`config.mk`:
```
export PLATFORM = sky130hd
export DESIGN_NAME = pit_timer
export DESIGN_NICKNAME = d
export VERILOG_FILES = /design/src/rtl/pit_pkg.sv /design/src/rtl/pit_in_sync.sv /design/src/rtl/pit_counter.sv /design/src/rtl/pit_timer.sv
export SDC_FILE = /design/constraint.sdc
export NUM_CORES = 1
export LEC_CHECK = 0
export ABC_CLOCK_PERIOD_IN_PS = 3100
export BUFFER_PORTS_ARGS = -buffer_cell sky130_fd_sc_hd__buf_4
export CORE_MARGIN = 5
export CORE_UTILIZATION = 54
export CTS_CLUSTER_DIAMETER = 50
export DETAILED_ROUTE_END_ITERATION = 8
export GPL_TIMING_DRIVEN = 1
export PLACE_DENSITY = 0.73
export RECOVER_POWER = 25
export SLEW_MARGIN = 20
export SYNTH_ARGS = -nofsm -noshare
export SYNTH_HDL_FRONTEND = slang
export SYNTH_SLANG_ARGS = --single-unit
```
`constraint.sdc`:
```
create_clock -name clk -period 3.1 [get_ports clk]
set_clock_uncertainty 0.2 [all_clocks]
set_input_delay 0.31 -clock clk [delete_from_list [all_inputs] [get_ports clk]]
set_output_delay 0.31 -clock clk [all_outputs]
set_load 0.02 [all_outputs]
```
`src/rtl/pit_pkg.sv`:
```
package pit_pkg;

    localparam int CNT_W   = 16;
    localparam int BCD_DIG = CNT_W / 4;

    typedef enum logic [1:0] {
        ACC_SNAP = 2'd0,
        ACC_LO   = 2'd1,
        ACC_HI   = 2'd2,
        ACC_BOTH = 2'd3
    } acc_e;

    typedef enum logic [1:0] {
        MD_TERM    = 2'd0,
        MD_ONESHOT = 2'd1,
        MD_RATE    = 2'd2
    } mode_e;

    typedef struct packed {
        logic [1:0] sel;
        acc_e       acc;
        logic [2:0] mode;
        logic       bcd;
    } ctrl_t;

    function automatic mode_e mode_of(input logic [2:0] f);
        if (f == 3'b001)
            return MD_ONESHOT;
        else if (f[1:0] == 2'b10)
            return MD_RATE;
        else
            return MD_TERM;
    endfunction

    function automatic logic [CNT_W-1:0] bcd_dec(input logic [CNT_W-1:0] v);
        logic [CNT_W-1:0] r;
        logic             borrow;
        r      = v;
        borrow = 1'b1;
        for (int i = 0; i < BCD_DIG; i++) begin
            if (borrow) begin
                if (v[4*i +: 4] == 4'd0) begin
                    r[4*i +: 4] = 4'd9;
                end else begin
                    r[4*i +: 4] = v[4*i +: 4] - 4'd1;
                    borrow      = 1'b0;
                end
            end
        end
        return r;
    endfunction

    function automatic logic digits_ok(input logic [CNT_W-1:0] v);
        logic ok;
        ok = 1'b1;
        for (int i = 0; i < BCD_DIG; i++)
            if (v[4*i +: 4] > 4'd9) ok = 1'b0;
        return ok;
    endfunction

    function automatic logic [CNT_W-1:0] cnt_dec(input logic [CNT_W-1:0] v, input logic bcd);
        return bcd ? bcd_dec(v) : v - CNT_W'(1);
    endfunction

endpackage

```
`src/rtl/pit_in_sync.sv`:
```
module pit_in_sync #(
    parameter int STAGES = 2
) (
    input  logic clk,
    input  logic rst_n,
    input  logic raw_clk,
    input  logic raw_gate,
    output logic tick,
    output logic gate_lvl,
    output logic gate_rise
);
    localparam int TOP = STAGES - 1;

    typedef struct packed {
        logic [STAGES-1:0] ck;
        logic [STAGES-1:0] gt;
        logic              ck_prev;
        logic              gt_prev;
    } sync_t;

    sync_t sync_d, sync_q;

    always_comb begin
        sync_d         = sync_q;
        sync_d.ck      = {sync_q.ck[STAGES-2:0], raw_clk};
        sync_d.gt      = {sync_q.gt[STAGES-2:0], raw_gate};
        sync_d.ck_prev = sync_q.ck[TOP];
        sync_d.gt_prev = sync_q.gt[TOP];
    end

    always_ff @(posedge clk or negedge rst_n) begin
        if (!rst_n) begin
            sync_q.ck      <= '1;
            sync_q.gt      <= '0;
            sync_q.ck_prev <= 1'b1;
            sync_q.gt_prev <= 1'b0;
        end else begin
            sync_q <= sync_d;
        end
    end

    assign tick      = sync_q.ck_prev & ~sync_q.ck[TOP];
    assign gate_lvl  = sync_q.gt[TOP];
    assign gate_rise = sync_q.gt[TOP] & ~sync_q.gt_prev;

endmodule

```
`src/rtl/pit_counter.sv`:
```
module pit_counter
    import pit_pkg::*;
(
    input  logic       clk,
    input  logic       rst_n,
    input  logic       tick,
    input  logic       gate_lvl,
    input  logic       gate_rise,
    input  logic       cfg_we,
    input  acc_e       cfg_acc,
    input  logic [2:0] cfg_mode,
    input  logic       cfg_bcd,
    input  logic       snap_we,
    input  logic       data_we,
    input  logic [7:0] wdata,
    input  logic       rd_re,
    output logic [7:0] rdata,
    output logic       out
);
    typedef struct packed {
        mode_e            mode;
        logic             bcd;
        acc_e             acc;
        logic [CNT_W-1:0] cnt;
        logic [CNT_W-1:0] preset;
        logic [7:0]       lo_buf;
        logic             wr_hi;
        logic             rd_hi;
        logic             snap_v;
        logic [CNT_W-1:0] snap;
        logic             pend;
        logic             run;
        logic             have;
        logic             trig;
        logic             outp;
    } ctr_t;

    ctr_t ctr_d, ctr_q;
    logic             done;
    logic [CNT_W-1:0] nxt;
    logic [CNT_W-1:0] src;
    mode_e            new_mode;

    always_comb begin
        ctr_d    = ctr_q;
        done     = 1'b0;
        nxt      = cnt_dec(ctr_q.cnt, ctr_q.bcd);
        new_mode = mode_of(cfg_mode);

        // counting edge
        if (tick) begin
            case (ctr_q.mode)
                MD_ONESHOT: begin
                    if (ctr_q.trig) begin
                        ctr_d.cnt  = ctr_q.preset;
                        ctr_d.outp = 1'b0;
                        ctr_d.trig = 1'b0;
                        ctr_d.run  = 1'b1;
                    end else if (ctr_q.run) begin
                        ctr_d.cnt = nxt;
                        if (nxt == '0) ctr_d.outp = 1'b1;
                    end
                end
                MD_RATE: begin
                    if (ctr_q.pend) begin
                        ctr_d.cnt  = ctr_q.preset;
                        ctr_d.pend = 1'b0;
                        ctr_d.run  = 1'b1;
                        ctr_d.outp = 1'b1;
                    end else if (ctr_q.run && gate_lvl) begin
                        if (ctr_q.cnt == CNT_W'(1)) begin
                            ctr_d.cnt  = ctr_q.preset;
                            ctr_d.outp = 1'b1;
                        end else begin
                            ctr_d.cnt = nxt;
                            if (nxt == CNT_W'(1)) ctr_d.outp = 1'b0;
                        end
                    end
                end
                default: begin
                    if (ctr_q.pend) begin
                        ctr_d.cnt  = ctr_q.preset;
                        ctr_d.pend = 1'b0;
                        ctr_d.run  = 1'b1;
                    end else if (ctr_q.run && gate_lvl) begin
                        ctr_d.cnt = nxt;
                        if (nxt == '0) ctr_d.outp = 1'b1;
                    end
                end
            endcase
        end

        // gate effects
        if (ctr_q.mode == MD_RATE) begin
            if (!gate_lvl) ctr_d.outp = 1'b1;
            if (gate_rise && ctr_q.run) ctr_d.pend = 1'b1;
        end
        if (ctr_q.mode == MD_ONESHOT && gate_rise && ctr_q.have)
            ctr_d.trig = 1'b1;

        // bus side
        if (cfg_we) begin
            ctr_d.mode   = new_mode;
            ctr_d.bcd    = cfg_bcd;
            ctr_d.acc    = cfg_acc;
            ctr_d.wr_hi  = 1'b0;
            ctr_d.rd_hi  = 1'b0;
            ctr_d.snap_v = 1'b0;
            ctr_d.pend   = 1'b0;
            ctr_d.run    = 1'b0;
            ctr_d.have   = 1'b0;
            ctr_d.trig   = 1'b0;
            ctr_d.outp   = (new_mode != MD_TERM);
        end else if (snap_we) begin
            if (!ctr_q.snap_v) begin
                ctr_d.snap   = ctr_q.cnt;
                ctr_d.snap_v = 1'b1;
            end
        end else if (data_we) begin
            case (ctr_q.acc)
                ACC_LO: begin
                    ctr_d.preset = {8'h00, wdata};
                    done         = 1'b1;
                end
                ACC_HI: begin
                    ctr_d.preset = {wdata, 8'h00};
                    done         = 1'b1;
                end
                default: begin
                    if (!ctr_q.wr_hi) begin
                        ctr_d.lo_buf = wdata;
                        ctr_d.wr_hi  = 1'b1;
                    end else begin
                        ctr_d.preset = {wdata, ctr_q.lo_buf};
                        ctr_d.wr_hi  = 1'b0;
                        done         = 1'b1;
                    end
                end
            endcase
            if (done) begin
                ctr_d.have = 1'b1;
                case (ctr_q.mode)
                    MD_TERM: begin
                        ctr_d.pend = 1'b1;
                        ctr_d.run  = 1'b0;
                        ctr_d.outp = 1'b0;
                    end
                    MD_RATE: begin
                        if (!ctr_q.run) ctr_d.pend = 1'b1;
                    end
                    default: ;
                endcase
            end
        end else if (rd_re) begin
            if (ctr_q.acc == ACC_LO || ctr_q.acc == ACC_HI) begin
                ctr_d.snap_v = 1'b0;
            end else begin
                ctr_d.rd_hi = ~ctr_q.rd_hi;
                if (ctr_q.rd_hi) ctr_d.snap_v = 1'b0;
            end
        end
    end

    always_ff @(posedge clk or negedge rst_n) begin
        if (!rst_n) begin
            ctr_q        <= '0;
            ctr_q.mode   <= MD_TERM;
            ctr_q.acc    <= ACC_BOTH;
            ctr_q.outp   <= 1'b1;
        end else begin
            ctr_q <= ctr_d;
        end
    end

    always_comb begin
        src = ctr_q.snap_v ? ctr_q.snap : ctr_q.cnt;
        case (ctr_q.acc)
            ACC_LO:  rdata = src[7:0];
            ACC_HI:  rdata = src[15:8];
            default: rdata = ctr_q.rd_hi ? src[15:8] : src[7:0];
        endcase
    end

    assign out = ctr_q.outp;


    read_stable_chk: assert property (@(posedge clk) disable iff (!rst_n)
        (rd_re && !tick) |=> $stable(ctr_q.cnt));


    term_fall_chk: assert property (@(posedge clk) disable iff (!rst_n)
        (ctr_q.mode == MD_TERM && $fell(ctr_q.outp)) |-> $past(cfg_we || data_we));


    rate_low_chk: assert property (@(posedge clk) disable iff (!rst_n)
        (ctr_q.mode == MD_RATE && !ctr_q.outp) |-> (ctr_q.cnt == CNT_W'(1)));


    bcd_digit_chk: assert property (@(posedge clk) disable iff (!rst_n)
        (ctr_q.bcd && $past(ctr_q.bcd) && digits_ok($past(ctr_q.cnt))
         && digits_ok($past(ctr_q.preset))) |-> digits_ok(ctr_q.cnt));

endmodule

```
`src/rtl/pit_timer.sv`:
```
module pit_timer
    import pit_pkg::*;
#(
    parameter int NUM_CTR     = 3,
    parameter int SYNC_STAGES = 2
) (
    input  logic               clk,
    input  logic               rst_n,
    input  logic               cs,
    input  logic               wr_en,
    input  logic               rd_en,
    input  logic [1:0]         addr,
    input  logic [7:0]         wdata,
    output logic [7:0]         rdata,
    input  logic [NUM_CTR-1:0] ctr_clk,
    input  logic [NUM_CTR-1:0] ctr_gate,
    output logic [NUM_CTR-1:0] ctr_out
);
    localparam logic [1:0] CTRL_ADDR = 2'd3;

    ctrl_t      cw;
    logic       bus_wr;
    logic       bus_rd;
    logic       cw_wr;
    logic [7:0] rd_byte [NUM_CTR];

    assign cw     = ctrl_t'(wdata);
    assign bus_wr = cs & wr_en;
    assign bus_rd = cs & rd_en;
    assign cw_wr  = bus_wr & (addr == CTRL_ADDR);

    for (genvar i = 0; i < NUM_CTR; i++) begin : g_ctr
        logic tick, gate_lvl, gate_rise;
        logic hit, cfg_we, snap_we, data_we, rd_re;

        assign hit     = cw_wr & (cw.sel == 2'(i));
        assign cfg_we  = hit & (cw.acc != ACC_SNAP);
        assign snap_we = hit & (cw.acc == ACC_SNAP);
        assign data_we = bus_wr & (addr == 2'(i));
        assign rd_re   = bus_rd & (addr == 2'(i));

        pit_in_sync #(.STAGES(SYNC_STAGES)) u_sync (
            .clk       (clk),
            .rst_n     (rst_n),
            .raw_clk   (ctr_clk[i]),
            .raw_gate  (ctr_gate[i]),
            .tick      (tick),
            .gate_lvl  (gate_lvl),
            .gate_rise (gate_rise)
        );

        pit_counter u_ctr (
            .clk       (clk),
            .rst_n     (rst_n),
            .tick      (tick),
            .gate_lvl  (gate_lvl),
            .gate_rise (gate_rise),
            .cfg_we    (cfg_we),
            .cfg_acc   (cw.acc),
            .cfg_mode  (cw.mode),
            .cfg_bcd   (cw.bcd),
            .snap_we   (snap_we),
            .data_we   (data_we),
            .wdata     (wdata),
            .rd_re     (rd_re),
            .rdata     (rd_byte[i]),
            .out       (ctr_out[i])
        );
    end

    always_comb begin
        rdata = 8'h00;
        for (int i = 0; i < NUM_CTR; i++)
            if (addr == 2'(i)) rdata = rd_byte[i];
    end


    reset_out_chk: assert property (@(posedge clk) disable iff (!rst_n)
        $rose(rst_n) |-> (ctr_out == '1));


    ctrl_read_chk: assert property (@(posedge clk) disable iff (!rst_n)
        (cs && addr == CTRL_ADDR) |-> (rdata == 8'h00));

endmodule

```
; ---- Word-level counts from Yosys, hierarchy flattened
; Index checks and enable logic that the tools add are counted.
[word_totals]
latchBits = 0
rom_bits = 0
mem_bits_rw = 0
mem_count = 0
regBits = 225
output_inout_bits = 11
wordCells = 497
in_bits = 21
[classes]
div_mod_pow = 0
shifts = 0
n_addsub = 15
eq_ne = 46
mul = 0
n_lt_le_gt_ge = 0
n_bitwise = 48
n_reduce_logical = 95
mux = 236
[op_table]
columns = cell, count
row1 = 16-bit two-way mux, 30
row2 = 16-bit case mux with 2 select lines, 6
row3 = 1-bit two-way mux, 132
row4 = "16-bit by 1-bit == test with 1-bit output, second input constant", 6
row5 = 4-bit two-way mux, 21
row6 = 16-bit logical NOT, 3
row7 = 4-bit logical NOT, 12
row8 = 8-bit two-way mux, 6
row9 = 8-bit case mux with 2 select lines, 3
row10 = "16-bit by 1-bit subtractor with 16-bit output, second input constant", 3
row11 = "4-bit by 1-bit subtractor with 4-bit output, second input constant", 12
row12 = 3-bit two-way mux, 15
row13 = 3-bit nonzero test, 15
row14 = 3-bit AND reduction, 12
row15 = 4-bit AND reduction, 9
row16 = 2-bit two-way mux, 17
row17 = 1-bit bitwise AND, 24
row18 = 1-bit NOT, 24
row19 = 2-bit nonzero test, 11
row20 = "2-bit == test, second input constant", 10
row21 = "2-bit != test, second input constant", 9
row22 = "3-bit by 1-bit != test with 1-bit output, second input constant", 6
row23 = "2-bit by 1-bit == test with 1-bit output, second input constant", 8
row24 = 5-bit AND reduction, 3
row25 = 10 further kinds, 43

; ---- Depth between registers and ports, before layout
[depth]
depth_word = 20
ltp_mapped = 12
depth_no_buf = 10

; ---- Hierarchy
; A second synthesis with hierarchy kept.
[hier_totals]
hier_cells = 1620
area_unflattened_um2 = 14589.0
[modules_own_cells]
columns = module, seq_area_each_um2, area_each_um2, cells_each, instances
row1 = pit_counter (g_ctr[1].u_ctr), 1730.4, 4739.5, 548, 1
row2 = pit_counter (g_ctr[2].u_ctr), 1730.4, 4546.9, 511, 1
row3 = pit_counter (g_ctr[0].u_ctr), 1730.4, 4466.8, 499, 1
row4 = pit_in_sync, 153.9, 181.4, 8, 3
row5 = pit_timer, 0.0, 291.5, 38, 1

; ---- Worst setup path before layout
; OpenSTA, ideal clock, no wires.
[synth_path]
path_type = reg-to-reg
from = reg g_ctr[0].u_ctr.ctr_q[48] (netlist bit)
to = reg g_ctr[0].u_ctr.ctr_q, in the netlist g_ctr[0].u_ctr.out
stages_incl_launch_ff = 13
t_required_ps = 2818
n_path_buf = 2
arrival_ps = 2887
period_less_slack_ps = 3168
setup_time_ps = 82
setup_slack_ps = -68
path_cell_list = dfrtp_1 -> clkbuf_1 -> inv_1 -> ha_1 -> and2_1 -> clkbuf_1 -> o211ai_1 -> xnor2_1 -> or4_1 -> nor4_1 -> nor4b_1 -> a31oi_1 -> a22oi_1
[synth_rtl]
columns = item, line_no
row1 = from (decl), pit_counter.sv:38  ; ctr_t ctr_d, ctr_q;
row2 = from (signal assigned), pit_counter.sv:171  ; ctr_q <= ctr_d;

; ---- Worst setup path in the final report
[layout_path]
from = reg g_ctr[2].u_ctr.ctr_q[65] (netlist bit)
to = out rdata[5]
[layout_between]
elab_chain_len = 3
elab_cells_between_ends = 4
cone_classes = eq/ne: 2 / mux: 2
[layout_lines]
columns = item, line_no
row1 = from (decl), pit_counter.sv:38
row2 = from (signal assigned), pit_counter.sv:171
row3 = 2-bit == test or 2-bit by 1-bit == test with 1-bit output (tied branches), pit_counter.sv:177  ; case (ctr_q.acc)
row4 = 8-bit case mux with 2 select lines (*), pit_counter.sv:177
row5 = 8-bit two-way mux (*), pit_timer.sv:74  ; if (addr == 2'(i)) rdata = rd_byte[i];
row6 = to (decl), pit_timer.sv:14  ; output logic [7:0] rdata,
; Every way passes the cells marked *; elsewhere a longest branch is shown, timed or not.

==> impl_metrics.yaml <==
outcome:
  status: "complete, but fails checks"
  violations: "capacitance limit, slew limit"
critical_path:
  path_cells: "inv_1 -> ha_1 -> o21ai_1 -> buf_4 -> o22a_1 -> o21ai_0 -> and3_1 -> buf_4"
  cp.depth: 8
  critPathLaunchType: "register"
  worstSetupPathType: "register to output pin"
  slowest_delay_ns: 0.55
  reg2reg_depth: 9
  end_kind: "output pin"
  critical_path_required_ns: 2.59
  crit_family: "flip-flops"
  crit_fanout: 9
  crit_slowest_cell: "dfstp_2"
  crit_top_cell: "buf_4"
  critical_path_buf_inv_count: 3
  crit_arrival_ns: 2.53
floorplanning:
  rows: 57
  die_h_um: 168
  die-area_sq_um: 28300
  initial_core_util_pct: 55.2
  core_area_sq_um: 24500
  io_pins: 32
  fp.dieW_um: 168
pwr:
  power_mw: 15.4
  power_density_nw_per_um2: 967
  p_leak_nw: 6.96
  irDropWorstVdd_v: 0.000620
yosys:
  async_reset_ff_share_pct: 100
  netlist_instances: 1496
  synth_edf_count: 0
  synth-seq-cells: 225
  syn_nets: 1541
  yosys-mux-area-fraction_pct: 12.6
  synthAdderAreaFrac_pct: 2.22
  synthXorXnorAreaFrac_pct: 1.49
  ys_seq_area_share_pct: 41.8
  synth_area_per_cell_sq_um: 9.03
  synth_simple_gate_area_share_pct: 17.5
  yosys-top-cells-count: "dfrtp_1 (207), nand2_1 (170), nor2_1 (115)"
  synth_cell_type_count: 76
  synth-compound-area-share_pct: 19.7
  post-synth-top-area-cell: "dfrtp_1"
  synth_top_family_by_area: "compound AO/OA/AOI/OAI gates"
  synth.top_cell.area_share_pct: 38.3
  netlist_area_sq_um: 13500
  yosysMostFrequentCell: "dfrtp_1"
  netlist_top_cells_area: "dfrtp_1 (38%), mux2_2 (7.3%), mux2i_1 (5.3%)"
  synth-main-ff-cell: "dfrtp_1"
  ys_warn_count: 0
min_path:
  min_path_type: "primary input to register"
  min_path_cells: 4
drt:
  drt_pass1_iterations: 7
  num_vias: 11934
  drt_iter0_drc: 1279
  wl_per_cell_um: 20.2
  final_antenna_net_count: 0
  drt-total-wl_um: 38900
  routed_via_density: 6.19
  drc: 0
placed_design:
  place_area_sq_um: 14600
  io_buffers: 31
  place.detailed.hpwl_um: 27800
  gp_congestion: 0.956
sta:
  tns_ns: 0
  min_period_ns: 3.04
  worstMarginPinSlew_ns: 1.76
  drv_slew: 67
  fmax_ghz: 0.329
  relSlewSlack_pct: -17.6
  post-route-period-util_pct: 98.1
  hold_viol_final: 0
  report.final.setup_viol: 0
cts:
  cts_root_buf: "clkbuf_16"
  htreeDepth: 1
  cts_tree: "yes"
  clockBufferDepth: 3
  insertion_delay_ns: 0.54
  numCtsBuffers: 29
  cts.sinks: 225
  clk_pin_slew_ns: 0.06
finish:
  post-route-util_pct: 65.2
  synthToLayoutAreaGrowth_pct: 18.1
  final_area_sq_um: 16000
  fill_cells: 1995
  regArea_sq_um: 5650
  drive_gt1_share_pct: 21.8
  multi_input_area_sq_um: 7420
  diodes: 0
  nets: 1627
global_routing:
  grt_pass1_wl_um: 62800
  grt_use_total_pct: 26.9
  grt_max_degree: 82
  grt-ovfl-total: 0
  antenna_found_initial: 0
  grt_pass1_vias: 11701
run:
  maxCapViolCount: 1
[power breakdown]
part	switching (mW)	internal, mW	leakage [nW]
combinational	4.09	3.02	3.69
sequential	0.979	3.88	2.79
clock	1.33	2.14	0.479
total	6.40	9.03	6.96
[kinds of logic after synthesis]
kind of cell | Yosys count
muxes | 159
and+or+nand+nor | 490
buffers and inverters | 159
xor gates and xnor gates | 23
DFF | 225
AOI/OAI and AO/OA | 416
adders and majority gates | 24
[tightest hold or removal path: stages]
cell and delay [ns]:
buf_4 0.12, nand4b_1 0.15, o311ai_0 0.13, nand2_1 0.07
[registers in the layout, indices dropped and copies added (netlist names)]
name,count
g_ctr.u_sync.gate_lvl,3
g_ctr.u_sync.sync_d,9
g_ctr.u_sync.sync_q,6
g_ctr.u_ctr.out,3
g_ctr.u_ctr.ctr_q,204
[worst paths after layout]
kind	start	endpoint	slack, ns
min in group asynchronous	rst_n	g_ctr[0].u_ctr.ctr_q[43]	0.59
hold reg to reg	g_ctr[2].u_sync.sync_d[3]	g_ctr[2].u_sync.gate_lvl	0.15
max in group asynchronous	rst_n	g_ctr[0].u_ctr.ctr_q[7]	0.58
setup reg to reg	g_ctr[0].u_ctr.ctr_q[49]	g_ctr[0].u_ctr.out	0.09
hold / removal	wr_en	g_ctr[1].u_ctr.ctr_q[21]	0.07
setup / recovery	g_ctr[2].u_ctr.ctr_q[65]	rdata[5]	0.06
[metrics by stage]
| stage | std cells | hold WS (ns) | worst slack [ns] |
|---|---|---|---|
| 3_5_place_dp | 1856 | 0.119 | 0.0556 |
| 6_report | 1928 | 0.0705 | 0.0588 |
| 2_1_floorplan | 1496 | -0.186 | -0.00613 |
| 4_1_cts | 1926 | 0.0394 | 0.00356 |
| 5_1_grt | 1928 | 0.0753 | -0.0192 |
| 3_3_place_gp | 1856 | 0.109 | 0.0874 |
[layer usage]
layer | GRT usage [%] | wire length (um)
met2 | 43.9 | 18400
met1 | 36.4 | 16500
met4 | 11.1 | 1780
met5 | 0 | 0
met3 | 3.68 | 2140
[repair_timing]
item                                    CTS  global route
hold buffers                             16             0
endpoints found under the hold margin   128             0
endpoints found under the setup margin    9            24
buffers inserted                          1             2
gates resized for setup                   6            23
pin swaps                                 1             7
[area by class of cell]
cell class | instances | share of cell area [%]
Timing Repair Buffer | 168 | 8.21
Tap cell | 324 | 2.54
Sequential cell | 225 | 35.4
Inverter | 46 | 1.08
Clock buffer | 38 | 4.95
Multi-Input combinational cell | 1112 | 46.5
Clock inverter | 15 | 1.29
[layout by cell type (no fill, tap or decap), drive strengths merged, types with 17 or more instances in the layout]
master,Yosys,routed
o21ai,104,104
a221oi,17,17
nor2,115,115
nor4,24,24
clkbuf,96,45
nor2b,19,19
mux2i,71,71
dfrtp,207,207
inv,45,47
nor3,26,26
mux2,88,88
buf,17,145
a21o,19,19
nand3,42,42
nand2,170,170
xnor2,18,18
o22ai,18,18
a21oi,116,116
dfstp,18,18
a22oi,19,19
ha,24,24
Note: power is estimated with default switching activity, not from simulation.
